===== config.mk =====
export PLATFORM = sky130hd
export DESIGN_NAME = tw_mem_slave
export DESIGN_NICKNAME = d
export VERILOG_FILES = /design/src/rtl/tw_mem_pkg.sv /design/src/rtl/tw_line_filter.sv /design/src/rtl/tw_wr_timer.sv /design/src/rtl/tw_mem_slave.sv
export SDC_FILE = /design/constraint.sdc
export NUM_CORES = 1
export LEC_CHECK = 0
export BUFFER_PORTS_ARGS = -buffer_cell sky130_fd_sc_hd__buf_4
export CAP_MARGIN = 20
export CORE_MARGIN = 2
export CORE_UTILIZATION = 62
export CTS_BUF_LIST = sky130_fd_sc_hd__clkbuf_4 sky130_fd_sc_hd__clkbuf_8
export DETAILED_ROUTE_END_ITERATION = 6
export PLACE_DENSITY = 0.88
export SYNTH_ARGS = -nofsm -noshare
export SYNTH_HDL_FRONTEND = slang
export SYNTH_HIERARCHICAL = 1
export SYNTH_SLANG_ARGS = --single-unit

===== constraint.sdc =====
create_clock -name clk -period 3.5 [get_ports clk]
set_input_delay 0.175 -clock clk [delete_from_list [all_inputs] [get_ports clk]]
set_output_delay 0.175 -clock clk [all_outputs]
set_load 0.01 [all_outputs]

===== src/rtl/tw_mem_pkg.sv =====
package tw_mem_pkg;
    typedef enum logic [2:0] {
        ST_IDLE, ST_RX, ST_RX_ACK, ST_TX, ST_TX_ACK, ST_WAIT_STOP
    } st_t;

    typedef enum logic [1:0] {
        K_CTRL, K_WADDR, K_WDATA
    } kind_t;
endpackage


===== src/rtl/tw_line_filter.sv =====
module tw_line_filter #(
    parameter int FILT_CYCLES = 3,
    parameter bit RST_VAL     = 1'b1
) (
    input  logic clk,
    input  logic rst_n,
    input  logic line_i,
    output logic line_o
);
    localparam int CW = $clog2(FILT_CYCLES + 1);

    typedef struct packed {
        logic          s1;
        logic          s2;
        logic [CW-1:0] cnt;
        logic          out;
    } flt_t;

    flt_t q, d;

    always_comb begin
        d    = q;
        d.s1 = line_i;
        d.s2 = q.s1;
        if (q.s2 == q.out) begin
            d.cnt = '0;
        end else if (q.cnt == CW'(FILT_CYCLES - 1)) begin
            d.out = q.s2;
            d.cnt = '0;
        end else begin
            d.cnt = q.cnt + CW'(1);
        end
    end

    always_ff @(posedge clk or negedge rst_n) begin
        if (!rst_n) begin
            q.s1  <= RST_VAL;
            q.s2  <= RST_VAL;
            q.cnt <= '0;
            q.out <= RST_VAL;
        end else begin
            q <= d;
        end
    end

    assign line_o = q.out;
endmodule


===== src/rtl/tw_wr_timer.sv =====
module tw_wr_timer #(
    parameter int WR_CYCLES = 500000
) (
    input  logic clk,
    input  logic rst_n,
    input  logic start_i,
    output logic busy_o
);
    localparam int CW = $clog2(WR_CYCLES + 1);

    logic [CW-1:0] cnt_q, cnt_d;

    always_comb begin
        if (start_i)
            cnt_d = CW'(WR_CYCLES);
        else if (cnt_q != '0)
            cnt_d = cnt_q - CW'(1);
        else
            cnt_d = '0;
    end

    always_ff @(posedge clk or negedge rst_n) begin
        if (!rst_n) cnt_q <= '0;
        else        cnt_q <= cnt_d;
    end

    assign busy_o = (cnt_q != '0);
endmodule


===== src/rtl/tw_mem_slave.sv =====
module tw_mem_slave #(
    parameter logic [6:0] DEV_ID      = 7'h50,
    parameter int         AW          = 8,
    parameter int         FILT_CYCLES = 3,
    parameter int         HOLD_CYCLES = 2,
    parameter int         WR_CYCLES   = 500000
) (
    input  logic          clk,
    input  logic          rst_n,
    input  logic          scl_i,
    input  logic          sda_i,
    output logic          sda_oe_o,
    output logic [AW-1:0] mem_addr_o,
    output logic [7:0]    mem_wdata_o,
    output logic          mem_we_o,
    input  logic [7:0]    mem_rdata_i,
    output logic          busy_o,
    output logic          standby_o
);
    import tw_mem_pkg::*;

    localparam int HW = $clog2(HOLD_CYCLES + 2);

    // line conditioning: index 0 = clock line, 1 = data line
    logic [1:0] raw_lines, filt_lines;
    assign raw_lines = {sda_i, scl_i};

    for (genvar g = 0; g < 2; g++) begin : g_flt
        tw_line_filter #(
            .FILT_CYCLES(FILT_CYCLES),
            .RST_VAL    (1'b1)
        ) u_flt (
            .clk   (clk),
            .rst_n (rst_n),
            .line_i(raw_lines[g]),
            .line_o(filt_lines[g])
        );
    end

    logic scl_f, sda_f;
    assign scl_f = filt_lines[0];
    assign sda_f = filt_lines[1];

    typedef struct packed {
        st_t           st;
        kind_t         kind;
        logic [3:0]    bit_cnt;
        logic [7:0]    sh;
        logic [AW-1:0] addr;
        logic [7:0]    wdata;
        logic          wpend;
        logic          rd;
        logic          mack;
        logic          scl_p;
        logic          sda_p;
        logic          oe;
        logic          oe_tgt;
        logic [HW-1:0] dly;
        logic          we;
    } ctl_t;

    ctl_t q, d;
    logic busy;
    logic scl_rise, scl_fall, start_c, stop_c;
    logic sched_en, sched_val;

    assign scl_rise = scl_f & ~q.scl_p;
    assign scl_fall = ~scl_f & q.scl_p;
    assign start_c  = q.scl_p & scl_f & q.sda_p & ~sda_f;
    assign stop_c   = q.scl_p & scl_f & ~q.sda_p & sda_f;

    always_comb begin
        d         = q;
        d.we      = 1'b0;
        d.scl_p   = scl_f;
        d.sda_p   = sda_f;
        sched_en  = 1'b0;
        sched_val = 1'b0;

        // delayed output update
        if (q.dly != '0) begin
            d.dly = q.dly - HW'(1);
            if (q.dly == HW'(1)) d.oe = q.oe_tgt;
        end

        if (busy) begin
            d.st    = ST_IDLE;
            d.oe    = 1'b0;
            d.dly   = '0;
            d.wpend = 1'b0;
        end else if (stop_c) begin
            d.st  = ST_IDLE;
            d.oe  = 1'b0;
            d.dly = '0;
            if (q.wpend) begin
                d.we    = 1'b1;
                d.wpend = 1'b0;
            end
        end else if (start_c) begin
            d.st      = ST_RX;
            d.kind    = K_CTRL;
            d.bit_cnt = '0;
            d.oe      = 1'b0;
            d.dly     = '0;
            d.wpend   = 1'b0;
        end else begin
            unique case (q.st)
                ST_RX: begin
                    if (scl_rise) begin
                        d.sh      = {q.sh[6:0], sda_f};
                        d.bit_cnt = q.bit_cnt + 4'd1;
                    end else if (scl_fall && q.bit_cnt == 4'd8) begin
                        unique case (q.kind)
                            K_CTRL: begin
                                if (q.sh[7:1] == DEV_ID) begin
                                    d.rd      = q.sh[0];
                                    d.kind    = K_WADDR;
                                    d.st      = ST_RX_ACK;
                                    sched_en  = 1'b1;
                                    sched_val = 1'b1;
                                end else begin
                                    d.st = ST_IDLE;
                                end
                            end
                            K_WADDR: begin
                                d.addr    = AW'(q.sh);
                                d.kind    = K_WDATA;
                                d.st      = ST_RX_ACK;
                                sched_en  = 1'b1;
                                sched_val = 1'b1;
                            end
                            default: begin
                                d.wdata   = q.sh;
                                d.wpend   = 1'b1;
                                d.st      = ST_RX_ACK;
                                sched_en  = 1'b1;
                                sched_val = 1'b1;
                            end
                        endcase
                    end
                end
                ST_RX_ACK: begin
                    if (scl_fall) begin
                        d.bit_cnt = '0;
                        sched_en  = 1'b1;
                        if (q.rd) begin
                            d.sh      = mem_rdata_i;
                            d.st      = ST_TX;
                            sched_val = ~mem_rdata_i[7];
                        end else begin
                            d.st      = ST_RX;
                            sched_val = 1'b0;
                        end
                    end
                end
                ST_TX: begin
                    if (scl_fall) begin
                        sched_en = 1'b1;
                        if (q.bit_cnt == 4'd7) begin
                            sched_val = 1'b0;
                            d.st      = ST_TX_ACK;
                            d.addr    = q.addr + AW'(1);
                        end else begin
                            d.sh      = {q.sh[6:0], 1'b0};
                            d.bit_cnt = q.bit_cnt + 4'd1;
                            sched_val = ~q.sh[6];
                        end
                    end
                end
                ST_TX_ACK: begin
                    if (scl_rise) begin
                        d.mack = ~sda_f;
                    end else if (scl_fall) begin
                        if (q.mack) begin
                            d.sh      = mem_rdata_i;
                            d.bit_cnt = '0;
                            d.st      = ST_TX;
                            sched_en  = 1'b1;
                            sched_val = ~mem_rdata_i[7];
                        end else begin
                            d.st = ST_WAIT_STOP;
                        end
                    end
                end
                default: ;
            endcase

            if (sched_en) begin
                if (HOLD_CYCLES == 0) begin
                    d.oe  = sched_val;
                    d.dly = '0;
                end else begin
                    d.oe_tgt = sched_val;
                    d.dly    = HW'(HOLD_CYCLES);
                end
            end
        end
    end

    always_ff @(posedge clk or negedge rst_n) begin
        if (!rst_n) begin
            q       <= '0;
            q.scl_p <= 1'b1;
            q.sda_p <= 1'b1;
        end else begin
            q <= d;
        end
    end

    tw_wr_timer #(
        .WR_CYCLES(WR_CYCLES)
    ) u_timer (
        .clk    (clk),
        .rst_n  (rst_n),
        .start_i(q.we),
        .busy_o (busy)
    );

    assign sda_oe_o    = q.oe;
    assign mem_addr_o  = q.addr;
    assign mem_wdata_o = q.wdata;
    assign mem_we_o    = q.we;
    assign busy_o      = busy;
    assign standby_o   = (q.st == ST_IDLE) & ~busy & ~q.we;
endmodule


## Word level (Yosys, flattened, before mapping)

Cells that the tools add are included.

- Register bits after elaboration: 72
- Input port bits: 12
- Output and inout bits: 20
- Logic and storage cells: 206

- Add/sub/neg operators: 6
- Equal/unequal tests: 43
- Muxes and demuxes: 78
- Bitwise operators: 23
- Reductions and logical operators: 32

Operators by type and width:

| operator | number |
|---|---|
| two-way mux 12 bit | 6 |
| one-hot mux 12 bit (4 select lines) | 1 |
| two-way mux 19 bit | 2 |
| two-way mux 18 bit | 2 |
| inequality test 5 bit, second input constant | 7 |
| two-way mux 1 bit | 31 |
| two-way mux 2 bit | 15 |
| two-way mux 3 bit | 8 |
| two-way mux 8 bit | 3 |
| inequality test 3 bit, second input constant | 8 |
| inequality test 2 bit, second input constant | 11 |
| two-way mux 20 bit | 1 |
| nonzero test 4 bit | 5 |
| nonzero test 19 bit | 1 |
| subtractor 19 x 1 -> 19 bit, second input constant | 1 |
| two-way mux 9 bit | 2 |
| one-hot mux 8 bit (2 select lines) | 1 |
| AND reduction 8 bit | 2 |
| inverter 1 bit | 14 |
| AND reduction 7 bit | 2 |
| one-hot mux 3 bit (4 select lines) | 1 |
| AND reduction 12 bit | 1 |
| two-way mux 5 bit | 2 |
| AND reduction 10 bit | 1 |
| 32 further kinds | 54 |

## Longest topological paths before layout

- Depth in word-level cells: 13
- Gate-level depth with buffers: 11
- Mapped depth without buffers: 10

## Hierarchy

The synthesis kept the hierarchy.

Modules (own cells, without submodules):

| module | instances | cells an instance | area an instance (sq um) | sequential area each (sq um) |
|---|---|---|---|---|
| tw_mem_slave | 1 | 256 | 2,601.2 | 1,078.5 |
| tw_wr_timer | 1 | 96 | 1,001.0 | 475.5 |
| tw_line_filter | 2 | 10 | 178.9 | 128.9 |

## Worst setup path after synthesis

OpenSTA, ideal clock, no wires.

- Kind: register -> register
- From: register u_timer.cnt_q[0]
- To: register q[26] (netlist bit)
- Setup time: 0.125 ns
- Arrival: 2.537 ns
- Required time: 3.375 ns
- Path slack: 0.838 ns
- Stages on the path, launching flop included: 10
- Path buffers: 0
- Period minus slack after synthesis: 2.662 ns
- Path through: dfrtp_1 inv_1 ha_1 nor4b_1 nand2b_1 nor3_2 inv_1 a31o_2 a211oi_4 mux2_4

- Cells in the longest elaborated chain, start to end: 3

RTL lines:

| element | line | text |
|---|---|---|
| from (decl) | tw_wr_timer.sv:11 | `logic [CW-1:0] cnt_q, cnt_d;` |
| from (signal assigned) | tw_wr_timer.sv:24 | `else cnt_q <= cnt_d;` |
| nonzero test 19 bit | tw_wr_timer.sv:27 | `assign busy_o = (cnt_q != '0);` |
| net busy_o | tw_mem_slave.sv:17 | `output logic busy_o,` |
| inverter 1 bit (no source line) | - |  |
| AND reduction 12 bit (no source line) | - |  |
| to (decl) | tw_mem_slave.sv:62 | `ctl_t q, d;` |

The timed path passes the listed nets, and every way through them passes these cells.
A chain may end at the register's enable or synchronous reset.

## Worst setup path in the final report

- From: register u_timer.cnt_q[0]
- To: output standby_o

- Cells in the longest elaborated chain, start to end: 4

RTL lines:

| element | line | text |
|---|---|---|
| nonzero test 19 bit | tw_wr_timer.sv:27 |  |
| inverter 1 bit (no source line) | - |  |
| AND 1 bit (2 in series) | tw_mem_slave.sv:224 | `assign standby_o = (q.st == ST_IDLE) & ~busy & ~q.we;` |
| to (decl) | tw_mem_slave.sv:18 | `output logic standby_o` |

No other way between the ends.

==> qor.txt <==
Status: completed
Arr. time, crit path: 2.91 ns
Top-count cell post-synth: dfrtp_1
Cts bufs inserted: 9
CTS max path bufs: 2
Final number of hold-violating endpoints: 0
Crit end category: primary output
Worst stage delay on the critical path: 0.52 ns
Crit path required time: 3.32 ns
I/O pin total: 32
Drt wl/cell: 16.6 um
Port bufs: 31
Seq/Total Area, Yosys: 0.458
Yosys top cell by area: dfrtp_1
Synth top area share: 0.404
Die width: 83.9 um
Pin count of the biggest net entering global routing: 73
Initial antenna violation count: 0
Reg2Reg Setup Slack: 0.47 ns
Sw power: 0.694 mW
Vias per inst: 6.24
Rows: 29
Initial drt markers: 317
Synth Area in Compound Gates: 0.134
MaxCap Viol Count: 0
Clk_skew: 0.0114 ns
DP Wirelength: 5480 um
Worst-path cell with the longest stage delay: or4_1
Synth Flop Type: dfrtp_1
Largest family of logic cells by synthesized area: simple AND/OR/NAND/NOR gates
Vias in the first global route: 2866
Worst skew pair latency: 0.34 ns
Xor and xnor fraction of the mapped netlist area: 0.0354
Cell area after synthesis: 3960 um2
Internal power: 1.60 mW
Mapped Cells: 372
Number of synthesized flops with an enable pin: 0
Min-Delay Path Class: in2reg
Worst setup path startpoint: u_timer/cnt_q[0]
First-pass GRT wire length: 13300 um
Unrepaired setup endpoints after global routing: no
Fin crit share: 0.881
GPL Wtd Cong: 0.931
Total GRT Usage: 0.236
Pleak: 2.11 nW
Area after DPL: 4110 um2
Post-synthesis async set-or-reset flop share: 1.00
Initial Util: 0.631
Slew @ Worst Pin: 0.901 ns
R2R Path Start: u_timer/cnt_q[0]
Fin. max-slew vios: 0
Drt drc: 0
DR pass1 iterations: 5
Crit path cell chain: inv_1 -> ha_1 -> nor4b_1 -> nand2b_1 -> nor3_2 -> inv_1 -> or4_1 -> nor2_1 -> buf_4
Final net count: 411
Hold Crit Start: mem_rdata_i[2]
CP Max Fanout: 8
Post-CTS Setup Inserts: 0
Grt met3 use: 0.0475
Synth unique cells: 75
Ranking of synthesized cells by area: dfrtp_1, dfstp_2, mux2_2, mux2_4, nor2_1
H-tree depth: 3
Die area: 7040 um2
Fin Setup TNS: 0 ns
Seq cells post-synth: 72
Clock-pin slew on the worst setup and hold paths: 0.08 ns
Routed Antenna Nets: 0
Vias: 2956
Post-Synth Adder-Cell Area: 0.0221
Simple-gate share of the synthesized area: 0.195
Setup-failing EPs final: 0
Comb pwr share: 0.207
Worst slew margin: 0.398
Fmax: 324 MHz
Pwr dens: 528 nW/um2
CTS tree: built
Met1 Use GR: 0.337
Die H: 83.9 um
YS warnings: 6
Core footprint: 6280 um2
Proportion of layout cells with a drive suffix above 1: 0.249
Post-Layout Inst Area: 4360 um2
Post-synthesis mux area share: 0.0910
Clock Sinks: 72
Fin util: 0.694
Mapped Nets: 391
Synth Area per Inst: 10.6 um2
Peak supply drop: 0.427 mV
Final WL: 7880 um
Diode count: 0
CP most frequent cell: inv_1
Startpoint types: flip-flop
Area Overhead vs Synth: 9.98%
Sequential share of power: 0.486
Final period demand of the worst path: 3.08 ns
Root buffer cell: clkbuf_8
Commonest cells in the netlist: dfrtp_1, nor2_1, a21oi_1
Met2 GRT Util: 0.349
Worst setup path class: reg2out
Overflow after GRT: 0
Clk network pwr share: 0.307
Most used routing layer: met2
Switch share: 0.302
-- layout by cell type (no fill, tap or decap), types with 6 or more instances in the layout --
| cell | instances |
|---|---|
| clkbuf_8 | 9 |
| nor2_1 | 35 |
| nand2_1 | 15 |
| dfstp_2 | 8 |
| mux2_2 | 16 |
| nor3b_1 | 8 |
| inv_1 | 17 |
| mux2_4 | 10 |
| xnor2_1 | 8 |
| nor3_1 | 13 |
| ha_1 | 7 |
| nand3_1 | 6 |
| nand4_1 | 8 |
| o21ai_0 | 13 |
| a21oi_1 | 19 |
| dfrtp_1 | 64 |
| xor2_1 | 8 |
| buf_4 | 33 |
-- critical path, delay by kind of cell, from the launching register on --
kind / cells / cell delay (ns)
buffers and inverters: 3 / 0.45
adder cells (fa/ha/maj): 1 / 0.15
flip-flops: 1 / 0.42
AND/OR/NAND/NOR: 5 / 1.55
-- power groups by stage --
stage	Combinational [mW]	Sequential, mW	Clock, mW
6_report	0.475	1.12	0.706
2_1_floorplan	0.420	1.04	0
3_5_place_dp	0.468	1.13	0
5_1_grt	0.520	1.13	0.761
3_3_place_gp	0.449	1.12	0
4_1_cts	0.474	1.11	0.722
-- metal layers --
metal | up-vias | wire length, um
li1 | 1367 | -
met1 | 1453 | 3540
met2 | 118 | 3690
met3 | 18 | 511
met4 | 0 | 133
met5 | - | 0
-- sequential cells by signal, indices dropped and copies added, names as in the netlist --
| register | cells |
|---|---|
| g_flt.u_flt/d | 2 |
| g_flt.u_flt/q | 6 |
| mem_addr_o | 8 |
| mem_wdata_o | 8 |
| q | 25 |
| mem_we_o | 1 |
| u_timer/cnt_q | 19 |
| g_flt.u_flt/line_o | 2 |
| sda_oe_o | 1 |
-- stage by stage --
step	total power [mW]	hold WS, ns	std cells	setup WS (ns)
floorplan	1.46	-0.121	372	0.838
finish	2.30	0.188	474	0.418
CTS	2.31	0.177	474	0.370
global route	2.41	0.183	474	0.210
global placement	1.57	0.283	455	0.631
detailed placement	1.59	0.284	455	0.458
-- path summary, 6_finish.rpt --
path | end | cells after the start
worst max register to register | q[30] | 9
max in group asynchronous | mem_wdata_o[0] | 2
worst min register to register | g_flt[1].u_flt/q[3] | 0
worst max-delay path | standby_o | 9
worst min-delay path | q[28] | 3
min in group asynchronous | g_flt[0].u_flt/q[2] | 2
-- cell type report --
cell class                      count  area [um2]
Sequential cell                    72        1810
Fill cell                         446        1920
Clock buffer                       10         131
Inverter                           17        63.8
Timing Repair Buffer               36         278
Multi-Input combinational cell    256        1890
Tap cell                           77        96.3
Clock inverter                      6        83.8
-- kinds of logic after synthesis --
| group | count (synthesis) |
|---|---|
| buffers and inverters | 44 |
| adders and majority gates | 7 |
| muxes | 29 |
| DFF | 72 |
| AOI/OAI and AO/OA | 75 |
| and+or+nand+nor | 129 |
| xor gates and xnor gates | 16 |
-- what timing repair did --
item                      in CTS  in global routing
hold buffers                   3                  0
hold endpoints to repair      66                  0
resized for setup              0                  0
Note: power is estimated with default switching activity, not from simulation.
